--- src/rtl/fifo_svc_pkg.sv ---
package fifo_svc_pkg;
    typedef enum logic [1:0] {
        ST_MASKED = 2'd0,
        ST_ARMED  = 2'd1,
        ST_FIRED  = 2'd2
    } svc_state_t;
endpackage

--- src/rtl/fifo_svc_cond.sv ---
// Selects and evaluates the service condition for the current mode.
module fifo_svc_cond #(
    parameter int DEPTH = 16,
    parameter int LW    = $clog2(DEPTH + 1)
) (
    input  logic          dma_en,
    input  logic          dma_tc,
    input  logic          dir_rd,
    input  logic [LW-1:0] fifo_level,
    input  logic [LW-1:0] thresh,
    output logic          cond
);
    localparam logic [LW-1:0] DEPTH_L = LW'(DEPTH);

    logic [LW-1:0] free_space;
    logic          pio_hit;

    always_comb begin
        free_space = DEPTH_L - fifo_level;
        if (dir_rd) begin
            pio_hit = (fifo_level >= thresh);
        end else begin
            pio_hit = (free_space >= thresh);
        end
        cond = dma_en ? dma_tc : pio_hit;
    end
endmodule

--- src/rtl/fifo_svc_fsm.sv ---
// Arming state machine: state register and output decode.
module fifo_svc_fsm
    import fifo_svc_pkg::*;
(
    input  logic clk,
    input  logic rst_n,
    input  logic svc_wr,
    input  logic svc_wdata,
    input  logic cond,
    input  logic dma_en,
    output logic svc_bit,
    output logic irq,
    output logic dma_go
);
    svc_state_t state_q, state_d;

    always_comb begin
        state_d = state_q;
        unique case (state_q)
            ST_MASKED: begin
                if (svc_wr && !svc_wdata) state_d = ST_ARMED;
            end
            ST_ARMED: begin
                if (svc_wr) begin
                    state_d = svc_wdata ? ST_MASKED : ST_ARMED;
                end else if (cond) begin
                    state_d = ST_FIRED;
                end
            end
            ST_FIRED: begin
                if (svc_wr) state_d = svc_wdata ? ST_MASKED : ST_ARMED;
            end
            default: state_d = ST_MASKED;
        endcase
    end

    always_ff @(posedge clk) begin
        if (!rst_n) begin
            state_q <= ST_MASKED;
        end else begin
            state_q <= state_d;
        end
    end

    always_comb begin
        svc_bit = (state_q != ST_ARMED);
        irq     = (state_q == ST_FIRED);
        dma_go  = dma_en && (state_q == ST_ARMED);
    end
endmodule

--- src/rtl/fifo_svc_irq.sv ---
module fifo_svc_irq #(
    parameter int DEPTH = 16,
    parameter int LW    = $clog2(DEPTH + 1)
) (
    input  logic          clk,
    input  logic          rst_n,
    input  logic          svc_wr,
    input  logic          svc_wdata,
    input  logic          dma_en,
    input  logic          dma_tc,
    input  logic          dir_rd,
    input  logic [LW-1:0] fifo_level,
    input  logic [LW-1:0] thresh,
    output logic          svc_bit,
    output logic          irq,
    output logic          dma_go
);
    logic cond;

    fifo_svc_cond #(.DEPTH(DEPTH), .LW(LW)) u_cond (
        .dma_en     (dma_en),
        .dma_tc     (dma_tc),
        .dir_rd     (dir_rd),
        .fifo_level (fifo_level),
        .thresh     (thresh),
        .cond       (cond)
    );

    fifo_svc_fsm u_fsm (
        .clk       (clk),
        .rst_n     (rst_n),
        .svc_wr    (svc_wr),
        .svc_wdata (svc_wdata),
        .cond      (cond),
        .dma_en    (dma_en),
        .svc_bit   (svc_bit),
        .irq       (irq),
        .dma_go    (dma_go)
    );
endmodule

--- config.mk ---
export PLATFORM = sky130hd
export DESIGN_NAME = fifo_svc_irq
export DESIGN_NICKNAME = d
export VERILOG_FILES = /design/src/rtl/fifo_svc_pkg.sv /design/src/rtl/fifo_svc_cond.sv /design/src/rtl/fifo_svc_fsm.sv /design/src/rtl/fifo_svc_irq.sv
export SDC_FILE = /design/constraint.sdc
export NUM_CORES = 1
export LEC_CHECK = 0
export BUFFER_PORTS_ARGS = -buffer_cell sky130_fd_sc_hd__buf_4
export CORE_MARGIN = 2
export CORE_UTILIZATION = 30
export DETAILED_ROUTE_END_ITERATION = 8
export GPL_ROUTABILITY_DRIVEN = 0
export PLACE_DENSITY = 0.61
export SETUP_SLACK_MARGIN = 0.15
export SYNTH_ARGS = -nofsm -noshare
export SYNTH_HDL_FRONTEND = slang
export SYNTH_SLANG_ARGS = --single-unit
--- constraint.sdc ---
create_clock -name clk -period 1.9 [get_ports clk]
set_input_delay 0 -clock clk [delete_from_list [all_inputs] [get_ports clk]]
set_output_delay 0 -clock clk [all_outputs]
set_load 0.01 [all_outputs]
== After elaboration in Yosys (flattened, before gate mapping) ==
Cells that the tools add are included.
Storage, ports and cells
  register bits: 2
  input bits: 17
  output and inout bits: 3
  word-level logic and storage cells: 23
Operators by class
  add/sub/neg operators: 1
  $lt $le $gt $ge: 2
  equal/unequal tests: 6
  mux-type cells: 8
  reduce and logical (&&, ||, !) cells: 5
Operators by type and width (count)
  5-bit greater-or-equal comparator: 2
  2-bit two-way mux: 4
  2-bit case mux with 3 select lines: 1
  5-bit subtractor (first input constant): 1
  2-bit by 1-bit inequality test with 1-bit output (second input constant): 2
  1-bit two-way mux: 3
  3-bit inequality test (second input constant): 1
  3-bit AND reduction: 1
  2-bit by 1-bit == test with 1-bit output (second input constant): 1
  2-bit == test (second input constant): 1
  1-bit logical AND: 2
  2-bit zero test: 1
  2-bit inequality test (second input constant): 1
  1-bit zero test: 1

== Logic depth before layout (Yosys ltp) ==
Gate-level depths: netlist of the first run.
  depth in word-level cells: 7
  depth in mapped cells: 9
  depth with buffers taken out: 9

== Hierarchy ==
Synthesis of the first run repeated with hierarchy kept, for this count alone.
Unflattened totals
  cell total of the unflattened synthesis: 49
  area, all modules: 394.1 um^2
Modules (own cells, without submodules)
  fifo_svc_cond: instances 1, cells each 36, area an instance 276.5 um^2, sequential area each 0.0 um^2
  fifo_svc_fsm: instances 1, cells each 13, area an instance 117.6 um^2, sequential area each 40.0 um^2

== Worst setup path after synthesis of the first run ==
No wires, ideal clock.
  path type: input to register
  from: input fifo_level[0]
  to: register u_fsm.state_q[0]
  library setup time: 60 ps
  arrival: 1312 ps
  required time: 1840 ps
  setup slack: 528 ps
  stages: 9
  path buffers: 0
  cells stage by stage: inv_1 -> ha_1 -> nand2_1 -> xnor2_1 -> ha_1 -> a211oi_1 -> o21ai_0 -> o22ai_1 -> a32o_1
On the way
  longest elaborated chain between the ends: 6
  elaborated cells between the ends (all ways): 7
  those cells by class: add/sub: 1; order compare: 2; eq/ne: 1; mux: 2; reduce/logical: 1
RTL lines
  start: declaration: RTL line fifo_svc_irq.sv:12  | input logic [LW-1:0] fifo_level,
  5-bit subtractor: RTL line fifo_svc_cond.sv:19  | free_space = DEPTH_L - fifo_level;
  5-bit greater-or-equal comparator: RTL line fifo_svc_cond.sv:23  | pio_hit = (free_space >= thresh);
  1-bit two-way mux *: RTL line fifo_svc_cond.sv:20  | if (dir_rd) begin
  1-bit two-way mux *: RTL line fifo_svc_cond.sv:25  | cond = dma_en ? dma_tc : pio_hit;
  3-bit inequality test (no source line) *
  3-bit AND reduction (no source line) *
  end signal: assignment: RTL line fifo_svc_fsm.sv:41  | state_q <= state_d;
  end: declaration: RTL line fifo_svc_fsm.sv:15  | svc_state_t state_q, state_d;
Mark *: on every way between the ends. The rest lies on a longest branch, timed or not.
A chain may end at the register's enable or synchronous reset.

== Worst setup path after layout of the first run ==
Same ends and word-level chain as after synthesis.

==> impl_summary.txt, run 1 <==
----------------------------------------------------
[Yosys]
  Portion of the post-synthesis area used by sequential elements ... approximately a tenth
  Synth Area in Simple Gates ... 25.32%
  Net count after synthesis ... 76
  Combined area of all synthesized cells ... 390.4 sq um
  FF+latch count, synth ... 2
  Biggest area contributors in the synthesized netlist ... sky130_fd_sc_hd__ha_1 32%, sky130_fd_sc_hd__dfxtp_1 10%, sky130_fd_sc_hd__inv_1 6.7%
  Synthesized instance count ... 49
  Yosys top cell area share ... 32.05%
  Largest area contributor in the netlist ... sky130_fd_sc_hd__ha_1
  Xor/xnor share of the synthesized area ... under 10%
  Main combinational cell family by area after synthesis ... adder cells
  Synth Area in Compound Gates ... a little under a fifth
  Post-Syn Area per Cell ... around 8 sq um
  Fraction of synthesized area in multiplexers ... 0%
  Arithmetic-cell share of the synthesized area counting full adders, half adders and majority gates ... 32.05%
  Number of warning messages in the yosys log ... 0
  Number of different library cells in the post-synthesis netlist ... 21

[Clocking]
  Clock-pin slew on the worst setup and hold paths ... 0.03 ns
  Insertion delay to the later sink of the worst-skew pair ... approximately 0.22 ns
  CTS resizes ... 0
  Number of buffers inserted for hold repair after clock tree synthesis ... 0
  Clock Tree Buf Depth ... 2
  TritonCTS Buffers ... 3
  Setup fix buffers added after clock tree synthesis ... 0
  Number of clock sinks seen by CTS ... 2
  Clock tree root driver cell ... sky130_fd_sc_hd__clkbuf_4
  H-tree depth ... 1
  TritonCTS clock tree ... built

[Setup path]
  Worst path arrival time ... around 1.6 ns
  Start-to-end type of the worst setup path ... in -> reg
  Data required time at the worst endpoint ... ~2.1 ns
  Cell type with the highest occurrence count on the critical path ... sky130_fd_sc_hd__ha_1
  Count of buffering cells on the critical path with inverters included ... 2
  Cells along the critical path ... buf_4, inv_1, ha_1, nand2_1, xnor2_1, ha_1, a211oi_1, o21ai_0, o22ai_1, a32o_1
  Critical path's slowest cell ... sky130_fd_sc_hd__ha_1
  Critical-path maximum fanout ... 2
  Worst Setup End Kind ... flop
  Peak per-stage delay on the critical path ... ~0.29 ns
  Gate family responsible for the most delay along the worst path ... compound AO/OA/AOI/OAI gates
  Critical Path Start Type ... primary input

[Timing]
  Max Fclk ... 710.4 MHz
  Unrepaired setup endpoints after global routing ... false
  Final hold vios ... 0
  Worst-case clock skew ... slightly above 0.003 ns
  Accumulated negative setup slack ... 0 ns
  Transition time at the pin with the least slew margin ... 0.2216 ns
  Final Slew Violations ... 0
  Relative slew slack ... 85.11%
  Total of endpoints with negative setup slack in the final report ... 0
  Final worst path period share ... between 70% and 80%
  Min Clock Period, post-route ... ~1.4 ns

[Global routing]
  Via count of the first global-routing pass ... 339
  Global-route wire length before repair ... 1276 microns
  Antenna violations before repair ... 0
  Leftover overflow at the end of global routing ... 0
  Maximum number of pins on one net before global-route repair ... 5
  Global-route usage over all layers ... 11.80%

[Cells and area]
  Commonest cells after routing, fill and taps aside ... 19 x sky130_fd_sc_hd__buf_4, 10 x sky130_fd_sc_hd__ha_1, 7 x sky130_fd_sc_hd__inv_1, 5 x sky130_fd_sc_hd__nand2_1, 4 x sky130_fd_sc_hd__a21oi_1
  Post-route core utilization ... roughly half
  Area growth from synthesis to final layout ... 46.80%
  Diode insertion count for antenna repair ... 0
  Share of cells above drive strength 1 ... 36.62%
  Flip-flop count of the largest register, all copies and words added ... 2
  Final Net Count ... 100
  Largest Register ... u_fsm.state_q
  Most frequent standard cell in the layout excluding fill and tap cells ... sky130_fd_sc_hd__buf_4
  Regs by FF count ... u_fsm.state_q (2)

[Floorplanning]
  Die height ... 40.07 microns
  Initial core utilization ... 33.77%
  I/O pin cnt ... 20
  Area of the core ... 1156 sq um
  Die footprint ... 1606 sq um
  Number of core rows ... 12
  Die width ... roughly 40 microns

[Detailed routing]
  Detailed-route via count ... 380
  Violation count after the first detailed-route iteration ... 4
  Vias per cell ... 4.471
  Detail Route met2 WL ... 347 microns
  Number of DRC violations after detailed routing ... 0
  Highest layer used for signal routing ... met3
  Per-cell routed wire length ... 9.388 microns
  Met3 routed wirelength ... 25 microns
  Routed metal-1 wirelength ... 425 microns
  Number of search-and-repair iterations in the first detailed-routing pass ... 4
  Wire length after detailed routing ... 798 microns
  Detail Route Antenna Nets ... 0

[Worst hold path]
  Type of the tightest min-delay check ... in -> reg

[Place]
  Placed wire-length estimate ... 738.8 microns
  Quantity of I/O buffers inserted on ports ... 19

[Pwr]
  Leakage power figure ... slightly below 0.3 nW
  VDD IR max ... 0.2593 mV
  Pwr per Cell Area ... between 400 and 500 nW/um^2

[Status]
  Result of the run ... completed

[Flow run]
  Max-Cap Viols ... 0

----------------------------------------------------
## per-stage QoR
step                power [W]  cells  instance area, sq um  hold slack (ns)  setup WS [ns]
detailed placement  0.0001523     82                 550.5           0.2692         0.2477
CTS                 0.0002496     85                 573.1          0.04014         0.4845
floorplan           0.0001063     49                 390.4          0.08713         0.5282
global placement    0.0001511     82                 550.5           0.2739         0.2929
finish              0.0002426     85                 573.1          0.04534         0.4924
global route        0.0002617     85                 573.1          0.06351         0.2953
## metal layers
metal / vias to the layer above / track usage [%]
li1: 219 / -
met1: 155 / 16.39
met2: 6 / 18.95
met3: 0 / 0
met4: 0 / 5.172
met5: - / 0
## path summary, 6_finish.rpt
path,start,endpoint,slack (ns),depth (start not counted)
setup / recovery,fifo_level[0],u_fsm.state_q[0]$_SDFFE_PN0P_,0.49,10
hold / removal,svc_wr,u_fsm.state_q[0]$_SDFFE_PN0P_,0.05,2
setup reg to reg,u_fsm.state_q[1]$_SDFFE_PN0P_,u_fsm.state_q[0]$_SDFFE_PN0P_,1.00,3
hold reg to reg,u_fsm.state_q[0]$_SDFFE_PN0P_,u_fsm.state_q[1]$_SDFFE_PN0P_,0.61,2
## layout make-up
type	count	area, sq um
fill	116	583.1
multi-input combinational	40	324.1
timing repair buffer	19	142.6
sequential	2	40.04
inverter	7	26.28
clock buffer	3	22.52
tap	14	17.52
## cells in the mapped netlist (all sizes together)
master and instances:
a211oi 2, a21oi 4, a32o 1, dfxtp 2, ha 10, inv 7
nand2 5, nand2b 3, nand3 2, nand3b 1, nand4b 1, nor2 3
nor2b 1, nor3 1, o21ai 1, o22ai 1, o31ai 1, xnor2 3
## cells by family after synthesis
logic type / after synthesis
simple gates: 17
compound gates: 10
fa+ha+maj: 10
buf+inv: 7
xor+xnor: 3
flops: 2
## power by group
group          internal [W]  switching, W  total [W]
Clock             0.0000695     0.0000224  0.0000920
Sequential        0.0000440    0.00000100  0.0000450
Combinational     0.0000578     0.0000479   0.000106
Total              0.000171     0.0000713   0.000243
Note: power is estimated with default switching activity, not from simulation.
==> run 2, diff against run 1 <==
clock period = 1.4 ns   (was 1.9 ns; I/O delays follow)
==> run 2 against run 1 <==
  * Final cell count up 4.7%
  * Clock power up 39%
  * Die area unchanged
  * Setup slack got worse by 0.33 ns
  * Sequential power grew 36%
  * First-iteration DRC count decreased by 100%
  * Count of clock-buffer cells in the layout unchanged
  * Critical path depth decreased by 1
  * Global-route usage increased by 1.4 points
  * Flip-flop and latch count unchanged
  * Hold slack worse by 0.013 ns
  * Register-to-register slack got worse by 0.50 ns
  * Critical endpoint unchanged
  * Largest cell class unchanged
  * Largest power group unchanged
==> impl_summary.txt, run 2 (synthesis gave the netlist of run 1 again) <==
----------------------------------------------------
[Status]
  Result of the run ... completed

[Setup path]
  Worst path arrival time ... 1.34 ns
  Critical path's slowest cell ... sky130_fd_sc_hd__ha_1
  Worst Setup End Kind ... flop
  Register-to-register setup slack ... roughly 0.5 ns
  Critical register-to-register path startpoint ... u_fsm.state_q[1]$_SDFFE_PN0P_
  Count of buffering cells on the critical path with inverters included ... 2
  Critical Path Start Type ... primary input
  FF-to-FF path depth ... 3
  Peak per-stage delay on the critical path ... about 0.32 ns
  Gate family responsible for the most delay along the worst path ... compound AO/OA/AOI/OAI gates
  Data required time at the worst endpoint ... roughly 1.5 ns
  Critical-path maximum fanout ... 3
  Cells along the critical path ... buf_12, inv_12, ha_4, xnor2_2, ha_1, a21oi_2, a211oi_2, o22ai_2, a32o_1
  Start-to-end type of the worst setup path ... in -> reg
  Reg-to-reg critical path endpoint ... u_fsm.state_q[0]$_SDFFE_PN0P_

[Worst hold path]
  Type of the tightest min-delay check ... in -> reg
  Hold Path Sink ... u_fsm.state_q[0]$_SDFFE_PN0P_
  Number of cells traversed by the worst hold path ... 2
  Worst Hold Launch ... svc_wr

[Floorplanning]
  I/O pin cnt ... 20
  Number of core rows ... 12
  Initial core utilization ... 33.77%
  Die height ... 40.07 microns
  Die width ... 40.07 microns
  Die footprint ... 1606 sq um
  Area of the core ... 1156 sq um

[Clocking]
  Number of buffers inserted for hold repair after clock tree synthesis ... 0
  H-tree depth ... 1
  Setup fix buffers added after clock tree synthesis ... 0
  TritonCTS clock tree ... built
  Clock tree root driver cell ... sky130_fd_sc_hd__clkbuf_4
  Clock Tree Buf Depth ... 2
  Insertion delay to the later sink of the worst-skew pair ... 0.22 ns
  TritonCTS Buffers ... 3
  Number of clock sinks seen by CTS ... 2
  Clock-pin slew on the worst setup and hold paths ... 0.03 ns

[Cells and area]
  Commonest cells after routing, fill and taps aside ... 21 x sky130_fd_sc_hd__buf_4, 9 x sky130_fd_sc_hd__ha_1, 5 x sky130_fd_sc_hd__inv_1, 4 x sky130_fd_sc_hd__nand2_1
  Final Net Count ... 104
  Share of cells above drive strength 1 ... between 50 and 60%
  Largest Register ... u_fsm.state_q
  Area growth from synthesis to final layout ... 74.36%
  Most frequent standard cell in the layout excluding fill and tap cells ... sky130_fd_sc_hd__buf_4
  Diode insertion count for antenna repair ... 0
  Regs by FF count ... u_fsm.state_q (2)
  Post-route core utilization ... 58.87%
  Flip-flop count of the largest register, all copies and words added ... 2

[Timing]
  Unrepaired setup endpoints after global routing ... true
  Transition time at the pin with the least slew margin ... 0.2479 ns
  Worst-case clock skew ... 0.001364 ns
  Accumulated negative setup slack ... 0 ns
  Relative slew slack ... 83.35%
  Final Slew Violations ... 0
  Max Fclk ... approximately 810 MHz
  Final hold vios ... 0
  Total of endpoints with negative setup slack in the final report ... 0
  Min Clock Period, post-route ... 1.233 ns
  Final worst path period share ... 88.11%

[Detailed routing]
  Per-cell routed wire length ... 9.978 microns
  Detail Route Antenna Nets ... 0
  Wire length after detailed routing ... 888 microns
  Vias per cell ... 4.730
  Violation count after the first detailed-route iteration ... 0
  Detailed-route via count ... 421
  Number of search-and-repair iterations in the first detailed-routing pass ... 1
  Number of DRC violations after detailed routing ... 0

[Pwr]
  VDD IR max ... 0.3005 mV
  Seq pwr share ... 16.4%
  Part of the power in combinational logic ... 49.1%
  Internal power contribution ... 0.0002579 W
  Clock share of power ... 34.4%
  Leakage power figure ... between 0.3 and 0.4 nW
  Pwr per Cell Area ... 547.0 nW/um^2
  Net Sw Frac ... 30.74%
  Net switching power ... 0.0001144 W

[Global routing]
  Leftover overflow at the end of global routing ... 0
  Global-route usage over all layers ... a little over an eighth
  Antenna violations before repair ... 0
  Maximum number of pins on one net before global-route repair ... 5
  Via count of the first global-routing pass ... 381
  Global-route wire length before repair ... 1435 microns

[Flow run]
  Max-Cap Viols ... 0

[Place]
  Placed wire-length estimate ... roughly 780 microns
  Quantity of I/O buffers inserted on ports ... 19

----------------------------------------------------
## run 2: worst max-delay path by stage
| stage | start | endpoint | slack, ns | depth (start not counted) |
|---|---|---|---|---|
| floorplan | fifo_level[1] | u_fsm.state_q[0]$_SDFFE_PN0P_ | 0.09 | 9 |
| global placement | fifo_level[1] | u_fsm.state_q[0]$_SDFFE_PN0P_ | -0.15 | 10 |
| detailed placement | fifo_level[1] | u_fsm.state_q[0]$_SDFFE_PN0P_ | -0.18 | 10 |
| CTS | fifo_level[1] | u_fsm.state_q[0]$_SDFFE_PN0P_ | 0.15 | 9 |
| global route | fifo_level[0] | u_fsm.state_q[0]$_SDFFE_PN0P_ | 0.11 | 9 |
| finish | fifo_level[1] | u_fsm.state_q[0]$_SDFFE_PN0P_ | 0.17 | 9 |
## run 2: per-stage QoR
step / power (W) / hold WS (ns) / cells / worst slack (ns) / instance area (sq um)
floorplan: 0.0001545 / 0.08713 / 49 / 0.09238 / 430.4
global placement: 0.0002274 / 0.2674 / 86 / -0.1502 / 620.6
detailed placement: 0.0002306 / 0.2712 / 86 / -0.1834 / 620.6
CTS: 0.0003701 / 0.02798 / 89 / 0.1542 / 656.9
global route: 0.0004083 / 0.03722 / 89 / 0.1055 / 680.7
finish: 0.0003723 / 0.03217 / 89 / 0.1665 / 680.7
## run 2: power by group through the flow
stage	clock (W)	combinational, W	sequential [W]
floorplan	0	0.0000930	0.0000615
global placement	0	0.000166	0.0000616
detailed placement	0	0.000169	0.0000618
CTS	0.000134	0.000175	0.0000612
global route	0.000144	0.000203	0.0000613
finish	0.000128	0.000183	0.0000612
## run 2: final cells by class
cell class	count	area, sq um
repair buffers	23	192.7
well taps	14	17.52
flip-flops and latches	2	40.04
multi-input cells	40	361.6
clock buffers	3	22.52
fillers	106	475.5
inverters	7	46.29
## run 2: timing repair
action,4_1_cts,5_1_grt
gates resized for setup,3,5
setup endpoints to repair,2,2
pin swaps,7,7
## run 2: metal layers
layer | GRT usage, % | wire [microns] | vias to the layer above
met5 | 0 | 0 | -
met4 | 5.172 | 13 | 0
met3 | 1.667 | 33 | 2
met2 | 22.58 | 456 | 11
met1 | 16.39 | 384 | 181
li1 | - | - | 227
==> run 3, diff against run 2 <==
SLEW_MARGIN = 20   (was not set)
clock period = 1.42 ns   (was 1.4 ns; I/O delays follow)
==> run 3 against run 2 <==
  * Via count decreased by 1.2%
  * Register-to-register slack improved by 0.04 ns
  * Critical path depth stayed put
  * Flip-flop and latch count unchanged
  * Die area unchanged
  * Combinational power fell by 4%
  * Clock power hardly changed
  * Clock skew is essentially flat
  * Largest power group unchanged
  * Highest routed layer unchanged
==> impl_summary.txt, run 3 (synthesis gave the netlist of run 1 again) <==
----------------------------------------------------
[Global routing]
  Maximum number of pins on one net before global-route repair ... 5
  Antenna violations before repair ... 0
  Global-route wire length before repair ... approximately 1500 microns
  Global-route usage over all layers ... 13.97%
  Leftover overflow at the end of global routing ... 0
  Via count of the first global-routing pass ... about 390

[Setup path]
  Crit path from ... fifo_level[1]
  Cells along the critical path ... buf_6, inv_12, ha_4, xnor2_1, ha_1, nand3_2, a211oi_2, o22ai_2, a32o_1
  Worst Setup End Kind ... flop
  Worst path arrival time ... 1.38 ns
  Peak per-stage delay on the critical path ... 0.31 ns
  Register-to-register setup slack ... 0.54 ns
  Critical-path maximum fanout ... 3
  Critical Path Start Type ... primary input
  Worst setup path end ... u_fsm.state_q[0]$_SDFFE_PN0P_
  Reg-to-reg critical path endpoint ... u_fsm.state_q[0]$_SDFFE_PN0P_
  Data required time at the worst endpoint ... 1.54 ns
  FF-to-FF path depth ... 3
  Critical register-to-register path startpoint ... u_fsm.state_q[1]$_SDFFE_PN0P_
  Start-to-end type of the worst setup path ... in -> reg
  Critical path's slowest cell ... sky130_fd_sc_hd__ha_1

[Cells and area]
  Share of cells above drive strength 1 ... between 50% and 60%
  Diode insertion count for antenna repair ... 0
  Largest Register ... u_fsm.state_q
  Final Net Count ... about 100
  Commonest cells after routing, fill and taps aside ... 21 x sky130_fd_sc_hd__buf_4, 9 x sky130_fd_sc_hd__ha_1, 5 x sky130_fd_sc_hd__inv_1, 4 x sky130_fd_sc_hd__nand2_1, 4 x sky130_fd_sc_hd__a21oi_1
  Flip-flop count of the largest register, all copies and words added ... 2
  Regs by FF count ... u_fsm.state_q (2)
  Most frequent standard cell in the layout excluding fill and tap cells ... sky130_fd_sc_hd__buf_4
  Area growth from synthesis to final layout ... 72.12%

[Clocking]
  Clock Tree Buf Depth ... 2
  Setup fix buffers added after clock tree synthesis ... 0
  Clock tree root driver cell ... sky130_fd_sc_hd__clkbuf_4
  TritonCTS clock tree ... built
  TritonCTS Buffers ... 3
  Clock-pin slew on the worst setup and hold paths ... 0.03 ns
  Insertion delay to the later sink of the worst-skew pair ... 0.23 ns
  H-tree depth ... 1
  Number of clock sinks seen by CTS ... 2
  Number of buffers inserted for hold repair after clock tree synthesis ... 0

[Pwr]
  Net switching power ... approximately 0.00012 W
  Internal power contribution ... 0.0002496 W
  Clock share of power ... 35.6%
  Pwr per Cell Area ... 544.3 nW/um^2
  Leakage power figure ... 0.3424 nW
  Seq pwr share ... 16.5%
  Net Sw Frac ... between 30% and 40%
  Part of the power in combinational logic ... between 40 and 50%
  VDD IR max ... 0.2932 mV

[Floorplanning]
  Die footprint ... around 1600 sq um
  Number of core rows ... 12
  Area of the core ... 1156 sq um
  Die height ... 40.07 microns
  I/O pin cnt ... 20
  Die width ... 40.07 microns
  Initial core utilization ... 33.77%

[Detailed routing]
  Wire length after detailed routing ... around 880 microns
  Number of search-and-repair iterations in the first detailed-routing pass ... 4
  Highest layer used for signal routing ... met4
  Detail Route Antenna Nets ... 0
  Violation count after the first detailed-route iteration ... 2
  Met3 routed wirelength ... 39 microns
  Per-cell routed wire length ... between 9 and 10 microns
  Routed metal-1 wirelength ... 407 microns
  Detailed-route via count ... around 420
  Vias per cell ... about 4.7
  Number of DRC violations after detailed routing ... 0
  Detail Route met2 WL ... 417 microns

[Timing]
  Min Clock Period, post-route ... 1.263 ns
  Unrepaired setup endpoints after global routing ... true
  Transition time at the pin with the least slew margin ... 0.2422 ns
  Accumulated negative setup slack ... 0 ns
  Final worst path period share ... 88.94%
  Worst-case clock skew ... 0.0009674 ns
  Final hold vios ... 0
  Final Slew Violations ... 0
  Total of endpoints with negative setup slack in the final report ... 0
  Max Fclk ... roughly 790 MHz
  Worst setup margin ... 0.1571 ns
  Relative slew slack ... between 80% and 90%

[Flow run]
  Max-Cap Viols ... 0

[Status]
  Result of the run ... completed

[Place]
  Setup WS pre-CTS ... -0.1611 ns
  Placed wire-length estimate ... 767.8 microns
  Quantity of I/O buffers inserted on ports ... 19

[Worst hold path]
  Type of the tightest min-delay check ... in -> reg

----------------------------------------------------
==> run 3: through the flow <==
stage          utilization (%)   power, W  hold WS [ns]  cells  instance area (sq um)
3_5_place_dp             53.68  0.0002270        0.2699     86                  620.6
4_1_cts                  56.49  0.0003692       0.02354     89                  653.1
2_1_floorplan                -  0.0001523       0.08713     49                  430.4
6_report                 58.12  0.0003657       0.02864     89                  671.9
5_1_grt                  58.12  0.0004067       0.02985     89                  671.9
3_3_place_gp             53.68  0.0002243        0.2676     86                  620.6
==> run 3: power groups by stage <==
stage | clock (W) | combinational, W | sequential [W]
detailed placement | 0 | 0.000166 | 0.0000608
CTS | 0.000137 | 0.000172 | 0.0000602
global placement | 0 | 0.000163 | 0.0000608
global route | 0.000151 | 0.000196 | 0.0000602
floorplan | 0 | 0.0000917 | 0.0000606
finish | 0.000130 | 0.000175 | 0.0000602
==> run 3: worst min path at each step <==
stage / from / endpoint / slack [ns] / cells past startpoint
2_1_floorplan: dma_en / dma_go / 0.09 / 2
3_3_place_gp: svc_wr / u_fsm.state_q[0]$_SDFFE_PN0P_ / 0.27 / 2
3_5_place_dp: svc_wr / u_fsm.state_q[0]$_SDFFE_PN0P_ / 0.27 / 2
4_1_cts: svc_wr / u_fsm.state_q[0]$_SDFFE_PN0P_ / 0.02 / 2
5_1_grt: svc_wr / u_fsm.state_q[0]$_SDFFE_PN0P_ / 0.03 / 2
6_report: svc_wr / u_fsm.state_q[0]$_SDFFE_PN0P_ / 0.03 / 2
==> run 3: per-layer routing <==
| metal | GRT usage, % | vias to the layer above |
|---|---|---|
| met4 | 5.172 | 0 |
| met5 | 0 | - |
| met1 | 16.07 | 177 |
| met3 | 5.000 | 2 |
| li1 | - | 226 |
| met2 | 23.39 | 11 |
==> run 3: layout make-up <==
cell class                 instances  area (sq um)
fill                             107         484.2
multi-input combinational         40         365.4
timing repair buffer              23         180.2
inverter                           7         46.29
sequential                         2         40.04
clock buffer                       3         22.52
tap                               14         17.52
==> run 3: what timing repair did <==
| action | 4_1_cts | 5_1_grt |
|---|---|---|
| pin swaps | 8 | 2 |
| setup endpoints to repair | 2 | 2 |
| resized for setup | 2 | 4 |
| hold endpoints to repair | 0 | 0 |
==> run 3: critical path, delay by kind of cell <==
kind	cells	cell delay, ns
simple gates	1	0.07
compound gates	3	0.58
buf+inv	2	0.14
xor+xnor	1	0.13
fa+ha+maj	2	0.47
